==> config.mk <==
export PLATFORM = sky130hd
export DESIGN_NAME = twin_setting_i2c_target
export DESIGN_NICKNAME = d
export VERILOG_FILES = /design/src/rtl/twsr_pkg.sv /design/src/rtl/twsr_line_sync.sv /design/src/rtl/twsr_chan_bank.sv /design/src/rtl/twsr_bus_fsm.sv /design/src/rtl/twin_setting_i2c_target.sv
export SDC_FILE = /design/constraint.sdc
export NUM_CORES = 1
export LEC_CHECK = 0
export ABC_AREA = 1
export BUFFER_PORTS_ARGS = -buffer_cell sky130_fd_sc_hd__buf_4
export CAP_MARGIN = 10
export CORE_UTILIZATION = 45
export DETAILED_ROUTE_END_ITERATION = 8
export PLACE_DENSITY_LB_ADDON = 0.1
export REMOVE_ABC_BUFFERS = 1
export SYNTH_ARGS = -nofsm -noshare
export SYNTH_HDL_FRONTEND = slang
export SYNTH_HIERARCHICAL = 1
export SYNTH_SLANG_ARGS = --single-unit
==> constraint.sdc <==
create_clock -name clk -period 1.6 [get_ports clk]
set_input_delay 0.08 -clock clk [delete_from_list [all_inputs] [get_ports clk]]
set_output_delay 0.08 -clock clk [all_outputs]
set_load 0.1 [all_outputs]
==> src/rtl/twsr_pkg.sv <==
package twsr_pkg;
    localparam int BYTE_W     = 8;
    localparam int NUM_CH     = 2;
    localparam int STRAP_W    = 2;
    localparam int INS_CH_BIT = 7;
    localparam int INS_O1_BIT = 4;
    localparam int INS_O2_BIT = 3;
    localparam int NUM_LINES  = 2;
    localparam int LINE_SCL   = 0;
    localparam int LINE_SDA   = 1;

    typedef enum logic [3:0] {
        ST_IDLE,
        ST_ADDR,
        ST_ADDR_ACK,
        ST_INSTR,
        ST_INSTR_ACK,
        ST_WR_BYTE,
        ST_WR_ACK,
        ST_RD_BYTE,
        ST_RD_ACK,
        ST_SKIP
    } bus_state_t;
endpackage

==> src/rtl/twsr_line_sync.sv <==
module twsr_line_sync #(
    parameter int LINES  = 2,
    parameter int STAGES = 2
) (
    input  logic             clk,
    input  logic             rst_n,
    input  logic [LINES-1:0] raw,
    output logic [LINES-1:0] lvl,
    output logic [LINES-1:0] rise,
    output logic [LINES-1:0] fall
);
    // Each line: a chain of STAGES flops, then one more flop for edge detection.
    // Reset to 1 so that an idle (pulled-up) bus produces no edge after reset.
    for (genvar g = 0; g < LINES; g++) begin : g_line
        logic [STAGES-1:0] chain;
        logic              last;

        always_ff @(posedge clk or negedge rst_n) begin
            if (!rst_n) begin
                chain <= '1;
                last  <= 1'b1;
            end else begin
                chain <= {chain[STAGES-2:0], raw[g]};
                last  <= chain[STAGES-1];
            end
        end

        assign lvl[g]  = chain[STAGES-1];
        assign rise[g] = chain[STAGES-1] & ~last;
        assign fall[g] = ~chain[STAGES-1] & last;
    end
endmodule

==> src/rtl/twsr_chan_bank.sv <==
module twsr_chan_bank
    import twsr_pkg::*;
#(
    parameter logic [BYTE_W-1:0] RESET_LEVEL = 8'h80
) (
    input  logic                           clk,
    input  logic                           rst_n,
    input  logic                           instr_we,
    input  logic                           data_we,
    input  logic [BYTE_W-1:0]              wr_byte,
    output logic [NUM_CH-1:0][BYTE_W-1:0]  level,
    output logic [1:0]                     gpo,
    output logic [BYTE_W-1:0]              rd_value
);
    localparam int SEL_W = (NUM_CH > 1) ? $clog2(NUM_CH) : 1;

    logic [SEL_W-1:0] sel_q;

    // Command register: channel select and the two logic outputs.
    always_ff @(posedge clk or negedge rst_n) begin
        if (!rst_n) begin
            sel_q <= '0;
            gpo   <= '0;
        end else if (instr_we) begin
            sel_q  <= wr_byte[INS_CH_BIT -: SEL_W];
            gpo[0] <= wr_byte[INS_O1_BIT];
            gpo[1] <= wr_byte[INS_O2_BIT];
        end
    end

    // One setting register per channel.
    for (genvar g = 0; g < NUM_CH; g++) begin : g_ch
        always_ff @(posedge clk or negedge rst_n) begin
            if (!rst_n) begin
                level[g] <= RESET_LEVEL;
            end else if (data_we && (sel_q == SEL_W'(g))) begin
                level[g] <= wr_byte;
            end
        end
    end

    assign rd_value = level[sel_q];

    // registers move only on a data strobe
    p_level_hold_r5: assert property (@(posedge clk) disable iff (!rst_n)
        !data_we |=> $stable(level));

    // logic outputs follow command bits 4 and 3
    p_gpo_load_r4: assert property (@(posedge clk) disable iff (!rst_n)
        instr_we |=> (gpo == {$past(wr_byte[INS_O2_BIT]), $past(wr_byte[INS_O1_BIT])}));

    // logic outputs hold between command bytes
    p_gpo_hold_r4: assert property (@(posedge clk) disable iff (!rst_n)
        !instr_we |=> $stable(gpo));
endmodule

==> src/rtl/twsr_bus_fsm.sv <==
module twsr_bus_fsm
    import twsr_pkg::*;
#(
    parameter int                   ADDR_HI_W = 5,
    parameter logic [ADDR_HI_W-1:0] ADDR_HI   = 5'b01011
) (
    input  logic               clk,
    input  logic               rst_n,
    input  logic               scl_lvl,
    input  logic               scl_rise,
    input  logic               scl_fall,
    input  logic               sda_lvl,
    input  logic               sda_rise,
    input  logic               sda_fall,
    input  logic [STRAP_W-1:0] strap,
    input  logic [BYTE_W-1:0]  rd_value,
    output logic               instr_we,
    output logic               data_we,
    output logic [BYTE_W-1:0]  rx_byte,
    output logic               sda_pull_low
);
    localparam int              CNT_W = $clog2(BYTE_W + 1);
    localparam logic [CNT_W-1:0] FULL = CNT_W'(BYTE_W);

    bus_state_t        state, state_nx;
    logic [CNT_W-1:0]  bit_cnt;
    logic [BYTE_W-1:0] shreg;
    logic              rw_q;
    logic              mack_q;
    logic              pull_q;

    logic ev_start, ev_stop, byte_end, addr_hit;

    assign ev_start = sda_fall & scl_lvl;
    assign ev_stop  = sda_rise & scl_lvl;
    assign byte_end = scl_fall & (bit_cnt == FULL);
    assign addr_hit = (shreg[BYTE_W-1:1] == {ADDR_HI, strap});

    // State register
    always_ff @(posedge clk or negedge rst_n) begin
        if (!rst_n) state <= ST_IDLE;
        else        state <= state_nx;
    end

    // Next-state logic
    always_comb begin
        state_nx = state;
        if (ev_stop) begin
            state_nx = ST_IDLE;
        end else if (ev_start) begin
            state_nx = ST_ADDR;
        end else begin
            unique case (state)
                ST_IDLE:      state_nx = ST_IDLE;
                ST_ADDR:      if (byte_end) state_nx = addr_hit ? ST_ADDR_ACK : ST_SKIP;
                ST_ADDR_ACK:  if (scl_fall) state_nx = rw_q ? ST_RD_BYTE : ST_INSTR;
                ST_INSTR:     if (byte_end) state_nx = ST_INSTR_ACK;
                ST_INSTR_ACK: if (scl_fall) state_nx = ST_WR_BYTE;
                ST_WR_BYTE:   if (byte_end) state_nx = ST_WR_ACK;
                ST_WR_ACK:    if (scl_fall) state_nx = ST_WR_BYTE;
                ST_RD_BYTE:   if (byte_end) state_nx = ST_RD_ACK;
                ST_RD_ACK:    if (scl_fall) state_nx = mack_q ? ST_RD_BYTE : ST_SKIP;
                ST_SKIP:      state_nx = ST_SKIP;
                default:      state_nx = ST_IDLE;
            endcase
        end
    end

    // Output and datapath process
    always_ff @(posedge clk or negedge rst_n) begin
        if (!rst_n) begin
            bit_cnt <= '0;
            shreg   <= '0;
            rw_q    <= 1'b0;
            mack_q  <= 1'b0;
            pull_q  <= 1'b0;
        end else if (ev_stop || ev_start) begin
            bit_cnt <= '0;
            pull_q  <= 1'b0;
        end else begin
            unique case (state)
                ST_ADDR, ST_INSTR, ST_WR_BYTE: begin
                    if (scl_rise) begin
                        shreg   <= {shreg[BYTE_W-2:0], sda_lvl};
                        bit_cnt <= bit_cnt + 1'b1;
                    end
                    if (byte_end) begin
                        pull_q <= (state != ST_ADDR) || addr_hit;
                        if (state == ST_ADDR) rw_q <= shreg[0];
                    end
                end
                ST_ADDR_ACK, ST_INSTR_ACK, ST_WR_ACK: begin
                    if (scl_fall) begin
                        bit_cnt <= '0;
                        if (state == ST_ADDR_ACK && rw_q) begin
                            shreg  <= rd_value;
                            pull_q <= ~rd_value[BYTE_W-1];
                        end else begin
                            pull_q <= 1'b0;
                        end
                    end
                end
                ST_RD_BYTE: begin
                    if (scl_rise) bit_cnt <= bit_cnt + 1'b1;
                    if (scl_fall) begin
                        if (bit_cnt == FULL) begin
                            pull_q <= 1'b0;
                        end else begin
                            shreg  <= {shreg[BYTE_W-2:0], 1'b0};
                            pull_q <= ~shreg[BYTE_W-2];
                        end
                    end
                end
                ST_RD_ACK: begin
                    if (scl_rise) mack_q <= ~sda_lvl;
                    if (scl_fall) begin
                        bit_cnt <= '0;
                        if (mack_q) begin
                            shreg  <= rd_value;
                            pull_q <= ~rd_value[BYTE_W-1];
                        end else begin
                            pull_q <= 1'b0;
                        end
                    end
                end
                ST_IDLE, ST_SKIP: pull_q <= 1'b0;
                default:          pull_q <= 1'b0;
            endcase
        end
    end

    assign instr_we     = (state == ST_INSTR)   && byte_end;
    assign data_we      = (state == ST_WR_BYTE) && byte_end;
    assign rx_byte      = shreg;
    assign sda_pull_low = pull_q;

    // the target moves the data line only while the clock is low
    p_pull_moves_low_r3: assert property (@(posedge clk) disable iff (!rst_n)
        (pull_q != $past(pull_q)) |-> !scl_lvl);

    // idle means the line is released
    p_quiet_idle_r9: assert property (@(posedge clk) disable iff (!rst_n)
        (state == ST_IDLE) |-> !pull_q);

    // an unaddressed or finished target stays silent
    p_quiet_skip_r2: assert property (@(posedge clk) disable iff (!rst_n)
        (state == ST_SKIP) |-> !pull_q);

    // a mismatching address is never acknowledged
    p_no_ack_miss_r2: assert property (@(posedge clk) disable iff (!rst_n)
        ((state == ST_ADDR) && byte_end && !addr_hit) |=> !pull_q);
endmodule

==> src/rtl/twin_setting_i2c_target.sv <==
module twin_setting_i2c_target
    import twsr_pkg::*;
#(
    parameter int                   ADDR_HI_W   = 5,
    parameter logic [ADDR_HI_W-1:0] ADDR_HI     = 5'b01011,
    parameter logic [BYTE_W-1:0]    RESET_LEVEL = 8'h80,
    parameter int                   SYNC_STAGES = 2
) (
    input  logic               clk,
    input  logic               rst_n,
    input  logic               scl_in,
    input  logic               sda_in,
    input  logic [STRAP_W-1:0] strap,
    output logic               sda_pull_low,
    output logic [BYTE_W-1:0]  level_a,
    output logic [BYTE_W-1:0]  level_b,
    output logic               gpo_1,
    output logic               gpo_2
);
    logic [NUM_LINES-1:0]          ln_lvl, ln_rise, ln_fall;
    logic                          instr_we, data_we;
    logic [BYTE_W-1:0]             rx_byte, rd_value;
    logic [NUM_CH-1:0][BYTE_W-1:0] level;
    logic [1:0]                    gpo;

    twsr_line_sync #(
        .LINES  (NUM_LINES),
        .STAGES (SYNC_STAGES)
    ) u_sync (
        .clk   (clk),
        .rst_n (rst_n),
        .raw   ({sda_in, scl_in}),
        .lvl   (ln_lvl),
        .rise  (ln_rise),
        .fall  (ln_fall)
    );

    twsr_bus_fsm #(
        .ADDR_HI_W (ADDR_HI_W),
        .ADDR_HI   (ADDR_HI)
    ) u_fsm (
        .clk          (clk),
        .rst_n        (rst_n),
        .scl_lvl      (ln_lvl[LINE_SCL]),
        .scl_rise     (ln_rise[LINE_SCL]),
        .scl_fall     (ln_fall[LINE_SCL]),
        .sda_lvl      (ln_lvl[LINE_SDA]),
        .sda_rise     (ln_rise[LINE_SDA]),
        .sda_fall     (ln_fall[LINE_SDA]),
        .strap        (strap),
        .rd_value     (rd_value),
        .instr_we     (instr_we),
        .data_we      (data_we),
        .rx_byte      (rx_byte),
        .sda_pull_low (sda_pull_low)
    );

    twsr_chan_bank #(
        .RESET_LEVEL (RESET_LEVEL)
    ) u_bank (
        .clk      (clk),
        .rst_n    (rst_n),
        .instr_we (instr_we),
        .data_we  (data_we),
        .wr_byte  (rx_byte),
        .level    (level),
        .gpo      (gpo),
        .rd_value (rd_value)
    );

    assign level_a = level[0];
    assign level_b = level[1];
    assign gpo_1   = gpo[0];
    assign gpo_2   = gpo[1];
endmodule

==> results of run 1 <==
==> final cells by class <==
class / count / area share (%)
flip-flops and latches: 44 / 32.7
multi-input cells: 250 / 41.4
clock buffers: 7 / 2.54
clock inverters: 1 / 0.221
well taps: 72 / 2.65
repair buffers: 68 / 17.2
inverters: 27 / 3.20
==> synthesized netlist by cell type, drive strengths merged <==
| cell | count | share of area [%] |
|---|---|---|
| inv | 26 | 4.1 |
| o21ai | 17 | 3.3 |
| dfstp | 8 | 8.1 |
| nor3b | 1 | 0.29 |
| nor2 | 26 | 7.0 |
| dfrtp | 36 | 35 |
| nand2 | 146 | 24 |
| a21oi | 3 | 0.73 |
| nand3 | 42 | 9.3 |
| nand4 | 2 | 0.48 |
| or2 | 3 | 0.73 |
| xnor2 | 1 | 0.34 |
| ha | 2 | 0.97 |
| a31oi | 1 | 0.24 |
| xor2 | 2 | 0.68 |
| o2bb2ai | 1 | 1.1 |
| clkinv | 1 | 0.15 |
| o21a | 1 | 0.29 |
| nor3 | 1 | 0.19 |
| buf | 8 | 3.3 |
| nand3b | 1 | 0.29 |
==> stage by stage <==
stage / hold slack [ps] / utilization, % / setup WS, ps / power, uW / setup TNS (ps)
6_report: 322 / 61.8 / -0.0399 / 4330 / -0.0399
5_1_grt: 362 / 61.8 / -124 / 4620 / -1500
4_1_cts: 338 / 57.7 / 7.06 / 4070 / 0
3_5_place_dp: 118 / 54.6 / -135 / 3300 / -1280
3_3_place_gp: 115 / 54.6 / -159 / 3290 / -1640
2_1_floorplan: -216 / - / -557 / 2720 / -8110
==> layer usage <==
layer	wire, um	vias up	GRT usage, %	part of all wire, %
li1	-	1175	-	-
met1	2930	1121	27.5	48
met2	2910	54	32.4	48
met3	235	6	4.59	3.8
met4	47	0	5.66	0.77
met5	0	-	0	0
==> critical path, cell delays in order, from the launching register on <==
cell     delay, ps
dfstp_2        570
inv_2           40
nor2_2         100
nand2_1         80
nand2_2        100
buf_6          100
nor2_2          40
nand2_2         80
buf_6          100
nand3_4        120
nand2_1         90
o21ai_1         60
==> registers in the layout (all words and copies together), names as in the netlist <==
name,cells
u_bank/level,16
u_fsm/rx_byte,8
u_fsm/bit_cnt,4
u_fsm/state,4
u_sync/g_line.chain,4
u_bank/gpo,2
u_sync/g_line.last,2
u_bank/sel_q,1
u_fsm/mack_q,1
u_fsm/rw_q,1
u_fsm/sda_pull_low,1
==> power by group through the flow <==
stage | logic [uW] | registers, uW | clock network (uW)
after floorplan | 1170 | 1550 | 0
after global placement | 1740 | 1550 | 0
after detailed placement | 1750 | 1550 | 0
after CTS | 1780 | 1530 | 757
after global routing | 2250 | 1580 | 790
final | 2060 | 1550 | 724
==> placed cells by master (no fill, tap or decap), drive strengths merged <==
cell         netlist  routed
ha                 2       2
nor3               1       1
xor2               2       2
xnor2              1       1
o2bb2ai            1       1
dfstp              8       8
buf                8      64
o21ai             17      17
dfrtp             36      36
a21oi              3       3
nand2            146     146
nand3b             1       1
nor2              26      26
clkinvlp           0       1
a31oi              1       1
nand4              2       2
o21a               1       1
nor3b              1       1
clkbuf             0       8
or2                3       3
nand3             42      42
dlygate4sd3        0       3
inv               26      27
==> what timing repair did <==
| action | in CTS | in global routing |
|---|---|---|
| setup endpoints to repair | 18 | 36 |
| setup buffers | 2 | 7 |
| gates cloned | 1 | 1 |
| pin swaps | 1 | 14 |
| hold buffers | 3 | 0 |
| resized for setup | 6 | 43 |
| hold endpoints to repair | 38 | 0 |
==> path summary, 6_finish.rpt <==
check / end / slack [ps]
worst max-delay path: u_fsm/bit_cnt[0]$_DFFE_PN0P_ / -0.04
max in group asynchronous: u_fsm/state[0]$_DFFE_PN0P_ / 850
worst min register to register: u_sync/g_line[0].chain[1]$_DFF_PN1_ / 360
worst max register to register: u_fsm/bit_cnt[0]$_DFFE_PN0P_ / -0.04
min in group clk: u_sync/g_line[0].chain[1]$_DFF_PN1_ / 360
worst min-delay path: u_bank/level[4]$_DFFE_PN0P_ / 320
==> kinds of logic after synthesis <==
family	after synthesis
xor+xnor	3
compound gates	23
simple gates	222
flops	44
buf+inv	35
fa+ha+maj	2
==> results_dict.tcl, run 1 <==
set metrics [dict create \
    hp-class "input pin to async pin" \
    synth-seq-cells 44 \
    max-vdd-ir-drop_mv 0.530 \
    synth-compound-area-share_pct 5.61 \
    clk_path_buf_depth 2 \
    numClockSinks 44 \
    swShare_pct 41.3 \
    synthMuxAreaShare_pct 0 \
    num_rows 27 \
    grt_use_total_pct 20.3 \
    fillCellCount 495 \
    grt_pass1_vias 2128 \
    grt_pass1_wl_mm 9.67 \
    finalSetupViolCount 1 \
    gp_congestion 0.863 \
    gr-total-overflow 0 \
    stdcell_count 469 \
    cp_data_required_time_ps 1770 \
    clk_pin_slew_ps 90 \
    firstDrtPassIters 4 \
    power_frac_comb_pct 47.5 \
    floorplan.initialDensity_pct 46.9 \
    synth_top_family_by_area "simple AND/OR/NAND/NOR gates" \
    hpwl_mm 4.22 \
    reg2reg_from "u_sync/g_line[1].chain[1]$_DFF_PN1_" \
    ys_types 35 \
    die_h_um 77.8 \
    antenna_found_initial 0 \
    cts_tree "done" \
    start_kind "flip-flop" \
    seq_power_share_pct 35.8 \
    grt_max_degree 45 \
    layout-drive-gt1-share_pct 35.8 \
    p_clk_share_pct 16.7 \
    die_w_um 77.8 \
    fin_crit_sh_pct 100 \
    portBuffers 24 \
    drt-initial-drc-count 146 \
    nets 404 \
    hold_viol_final 0 \
    clk_latency_ps 290 \
    crit_fanout 8 \
    drtAntennaViolNets 0 \
    layout_setup_ws_ps -0.0399 \
    cts_root_buf "clkbuf_8" \
    via_per_inst 5.02 \
    crit_start "u_sync/g_line[1].chain[1]$_DFF_PN1_" \
    power.internal_uw 2540 \
    syn2layout_area_growth_pct 31.6 \
    synth_xor_area_share_pct 1.02 \
    yosys_warnings 6 \
    p_per_area_nw_per_um2 1270 \
    routed_wl_mm 6.12 \
    fmax_mhz 625 \
    syn_inst 329 \
    antenna_cells 0 \
    wl_per_cell_um 13.0 \
    multiInputGateArea_um2 1410 \
    yosys.area_share.simple_pct 41.9 \
    pin_count 25 \
    arrival_ps 1770 \
    placed_area_um2 3010 \
    h-tree-depth 2 \
    p_sw_uw 1790 \
    mappedNetlistArea_um2 2580 \
    fin_crit_ps 1600 \
    seq_area_frac_synth_pct 43.0 \
    core_area_um2 5510 \
    vias 2356 \
    rsz0062_at_grt "true" \
    cts_buffers 5 \
    max_cap_viol_count 0 \
    worst_slew_pin_slew_ps 564 \
    violations "negative setup slack" \
    final_cell_area_um2 3400 \
    die-area_um2 6050 \
    drc 0 \
    finalClockSkew_ps 11.7 \
    placed_cells 447 \
    maxSlewHeadroom_pct 62.4 \
    status "finished with violations" \
    seq_area_um2 1110 \
    yosys.area_share.adder_pct 0.968 \
    syn_avg_cell_area_um2 7.86 \
    end_kind "flip-flop" \
    cellLeakagePower_uw 0.00178 \
    slew_violations 0 \
    criticalPathCategory "flip-flop to flip-flop" \
    ff2ff_path_depth 11 \
]
No activity file was read; power rests on OpenSTA's default activity.
==> run 2: changes to the inputs <==
--- a/config.mk
+++ b/config.mk
@@ -6,8 +6,10 @@
 export NUM_CORES = 1
 export LEC_CHECK = 0
 export ABC_AREA = 1
+export ABC_CLOCK_PERIOD_IN_PS = 1600
 export BUFFER_PORTS_ARGS = -buffer_cell sky130_fd_sc_hd__buf_4
 export CAP_MARGIN = 10
+export CORE_MARGIN = 2
 export CORE_UTILIZATION = 45
 export DETAILED_ROUTE_END_ITERATION = 8
 export PLACE_DENSITY_LB_ADDON = 0.1
==> results_dict.tcl, run 2 (same netlist as run 1, synthesis figures left out) <==
set metrics [dict create \
    criticalPathCategory "flip-flop to flip-flop" \
    max-vdd-ir-drop_mv 0.586 \
    p_clk_share_pct 16.9 \
    finalClockSkew_ps 7.29 \
    path_cells "inv_2 -> nand2_2 -> inv_1 -> nand2_2 -> nand3_2 -> nand2_1 -> nand2_2 -> nor2_4 -> nand2_4 -> nand2_2 -> nand2_1" \
    path_common_cell "nand2_2" \
    die-area_um2 6370 \
    critPathMaxStageDelay_ps 410 \
    power_frac_comb_pct 46.5 \
    floorplan.initialDensity_pct 46.7 \
    fmax_mhz 621 \
    reg2reg_from "u_fsm/state[1]$_DFFE_PN0P_" \
    clk_path_buf_depth 2 \
    crit_fanout 8 \
    via_per_inst 4.94 \
    dp_slack_ps -129 \
    antenna_cells 0 \
    status "finished with violations" \
    slew_violations 0 \
    die_h_um 79.8 \
    clk_pin_slew_ps 80 \
    layout-drive-gt1-share_pct 36.0 \
    largest_reg_flops 16 \
    route.met2.wl_mm 2.82 \
    routed.top_layer "met4" \
    p_per_area_nw_per_um2 1250 \
    drtAntennaViolNets 0 \
    largest_register "u_bank/level" \
    wl_met3_um 244 \
    crit_family "simple AND/OR/NAND/NOR gates" \
    cp_data_required_time_ps 1780 \
    grt_max_degree 45 \
    nets 401 \
    start_kind "flip-flop" \
    pin_count 25 \
    drc 0 \
    end_kind "flip-flop" \
    h-tree-depth 2 \
    violations "negative setup slack" \
    placed_area_um2 3000 \
    layout_setup_ws_ps -11.1 \
    core_area_um2 5540 \
    vias 2304 \
    syn2layout_area_growth_pct 30.7 \
    cts_tree "done" \
    rrSetupSlack_ps -10 \
    gr-total-overflow 0 \
    seq_power_share_pct 36.6 \
    swShare_pct 41.9 \
    antenna_found_initial 0 \
    max_cap_viol_count 0 \
    finalSetupViolCount 5 \
    clk_latency_ps 290 \
    grt_pass1_vias 2083 \
    p_sw_uw 1770 \
    maxSlewHeadroom_pct 63.0 \
    hold_viol_final 0 \
    numClockSinks 44 \
    critPathSlowestCell "dfrtp_1" \
    power.internal_uw 2460 \
    fin_crit_sh_pct 101 \
    final_cell_mix "nand2_1, buf_4, dfrtp_1" \
    portBuffers 24 \
    routed_wl_mm 6.08 \
    crit_buf_inv 2 \
    setup_tns_ps -20.0 \
    firstDrtPassIters 4 \
    cellLeakagePower_uw 0.00175 \
    final_common_cell "nand2_1" \
    num_rows 27 \
    fin_crit_ps 1610 \
    gp_congestion 0.897 \
    final_cell_area_um2 3380 \
    grt_use_total_pct 19.9 \
    hpwl_mm 4.22 \
    cts_root_buf "clkbuf_8" \
    arrival_ps 1790 \
    drt-initial-drc-count 172 \
    wl_per_cell_um 13.0 \
    wl_met1_mm 2.94 \
    die_w_um 79.8 \
    worst_slew_pin_slew_ps 555 \
    whs_ps 314 \
    grt_pass1_wl_mm 9.82 \
    cts_buffers 5 \
    hp-class "input pin to async pin" \
    rsz0062_at_grt "true" \
    worstReg2RegEnd "u_fsm/rx_byte[4]$_DFFE_PN0P_" \
    ff2ff_path_depth 11 \
]
-- run 2: changes by cell type in the layout (fill, tap and decap cells not counted), moves of 3 or more --
cell | previous run | this run
nand2_2 | 14 | 21
nand2_1 | 123 | 117
nor2_2 | 6 | 3
nor2_1 | 9 | 13
nand3_1 | 36 | 32
buf_6 | 4 | 1
nand3_2 | 5 | 9
-- run 2: metal layers --
layer	vias to the layer above	global-route usage, %
met2	47	30.8
met5	-	0
met3	6	3.51
met1	1081	28.4
li1	1170	-
met4	0	5.93
-- run 2: through the flow --
stage,util [%],std cells,power [uW]
finish,61.0,466,4230
global route,61.0,466,4540
CTS,58.2,460,4060
detailed placement,54.2,446,3290
global placement,54.2,446,3280
floorplan,-,321,2720
-- run 2: worst max-delay path by stage --
stage | from | endpoint | slack [ps] | depth (start not counted)
final | u_fsm/state[1]$_DFFE_PN0P_ | u_fsm/rx_byte[4]$_DFFE_PN0P_ | -10 | 11
after global routing | u_fsm/state[1]$_DFFE_PN0P_ | u_fsm/rx_byte[3]$_DFFE_PN0P_ | -130 | 11
after CTS | u_fsm/state[2]$_DFFE_PN0P_ | u_fsm/rx_byte[4]$_DFFE_PN0P_ | -20 | 8
after detailed placement | u_fsm/bit_cnt[0]$_DFFE_PN0P_ | u_bank/level[10]$_DFFE_PN0P_ | -130 | 10
after global placement | u_fsm/bit_cnt[0]$_DFFE_PN0P_ | u_bank/level[8]$_DFFE_PN0P_ | -70 | 10
after floorplan | u_sync/g_line[0].last$_DFF_PN1_ | u_bank/level[14]$_DFFE_PN0P_ | -560 | 7
-- run 2: layout make-up --
| type | instances | area [um^2] |
|---|---|---|
| fillers | 503 | 2160 |
| repair buffers | 64 | 549 |
| flip-flops and latches | 44 | 1110 |
| clock buffers | 8 | 90.1 |
| inverters | 27 | 111 |
| well taps | 72 | 90.1 |
| multi-input cells | 251 | 1420 |
-- run 2: power by group through the flow --
stage               registers (uW)  logic, uW  clock network, uW
finish                        1550       1970                713
global route                  1580       2170                787
CTS                           1530       1790                743
detailed placement            1540       1760                  0
global placement              1530       1740                  0
floorplan                     1550       1170                  0
-- run 2: worst register-to-register path: cells and delay by family, from the launching register on --
family | cells | cell delay, ps
simple gates | 9 | 910
flops | 1 | 410
buf+inv | 2 | 160
-- run 2: repair_timing --
action,CTS,global route
pin swaps,9,16
setup buffers,2,5
endpoints found under the hold margin,38,0
endpoints found under the setup margin,26,33
gates cloned,1,1
resized for setup,12,34
hold buffers,3,0
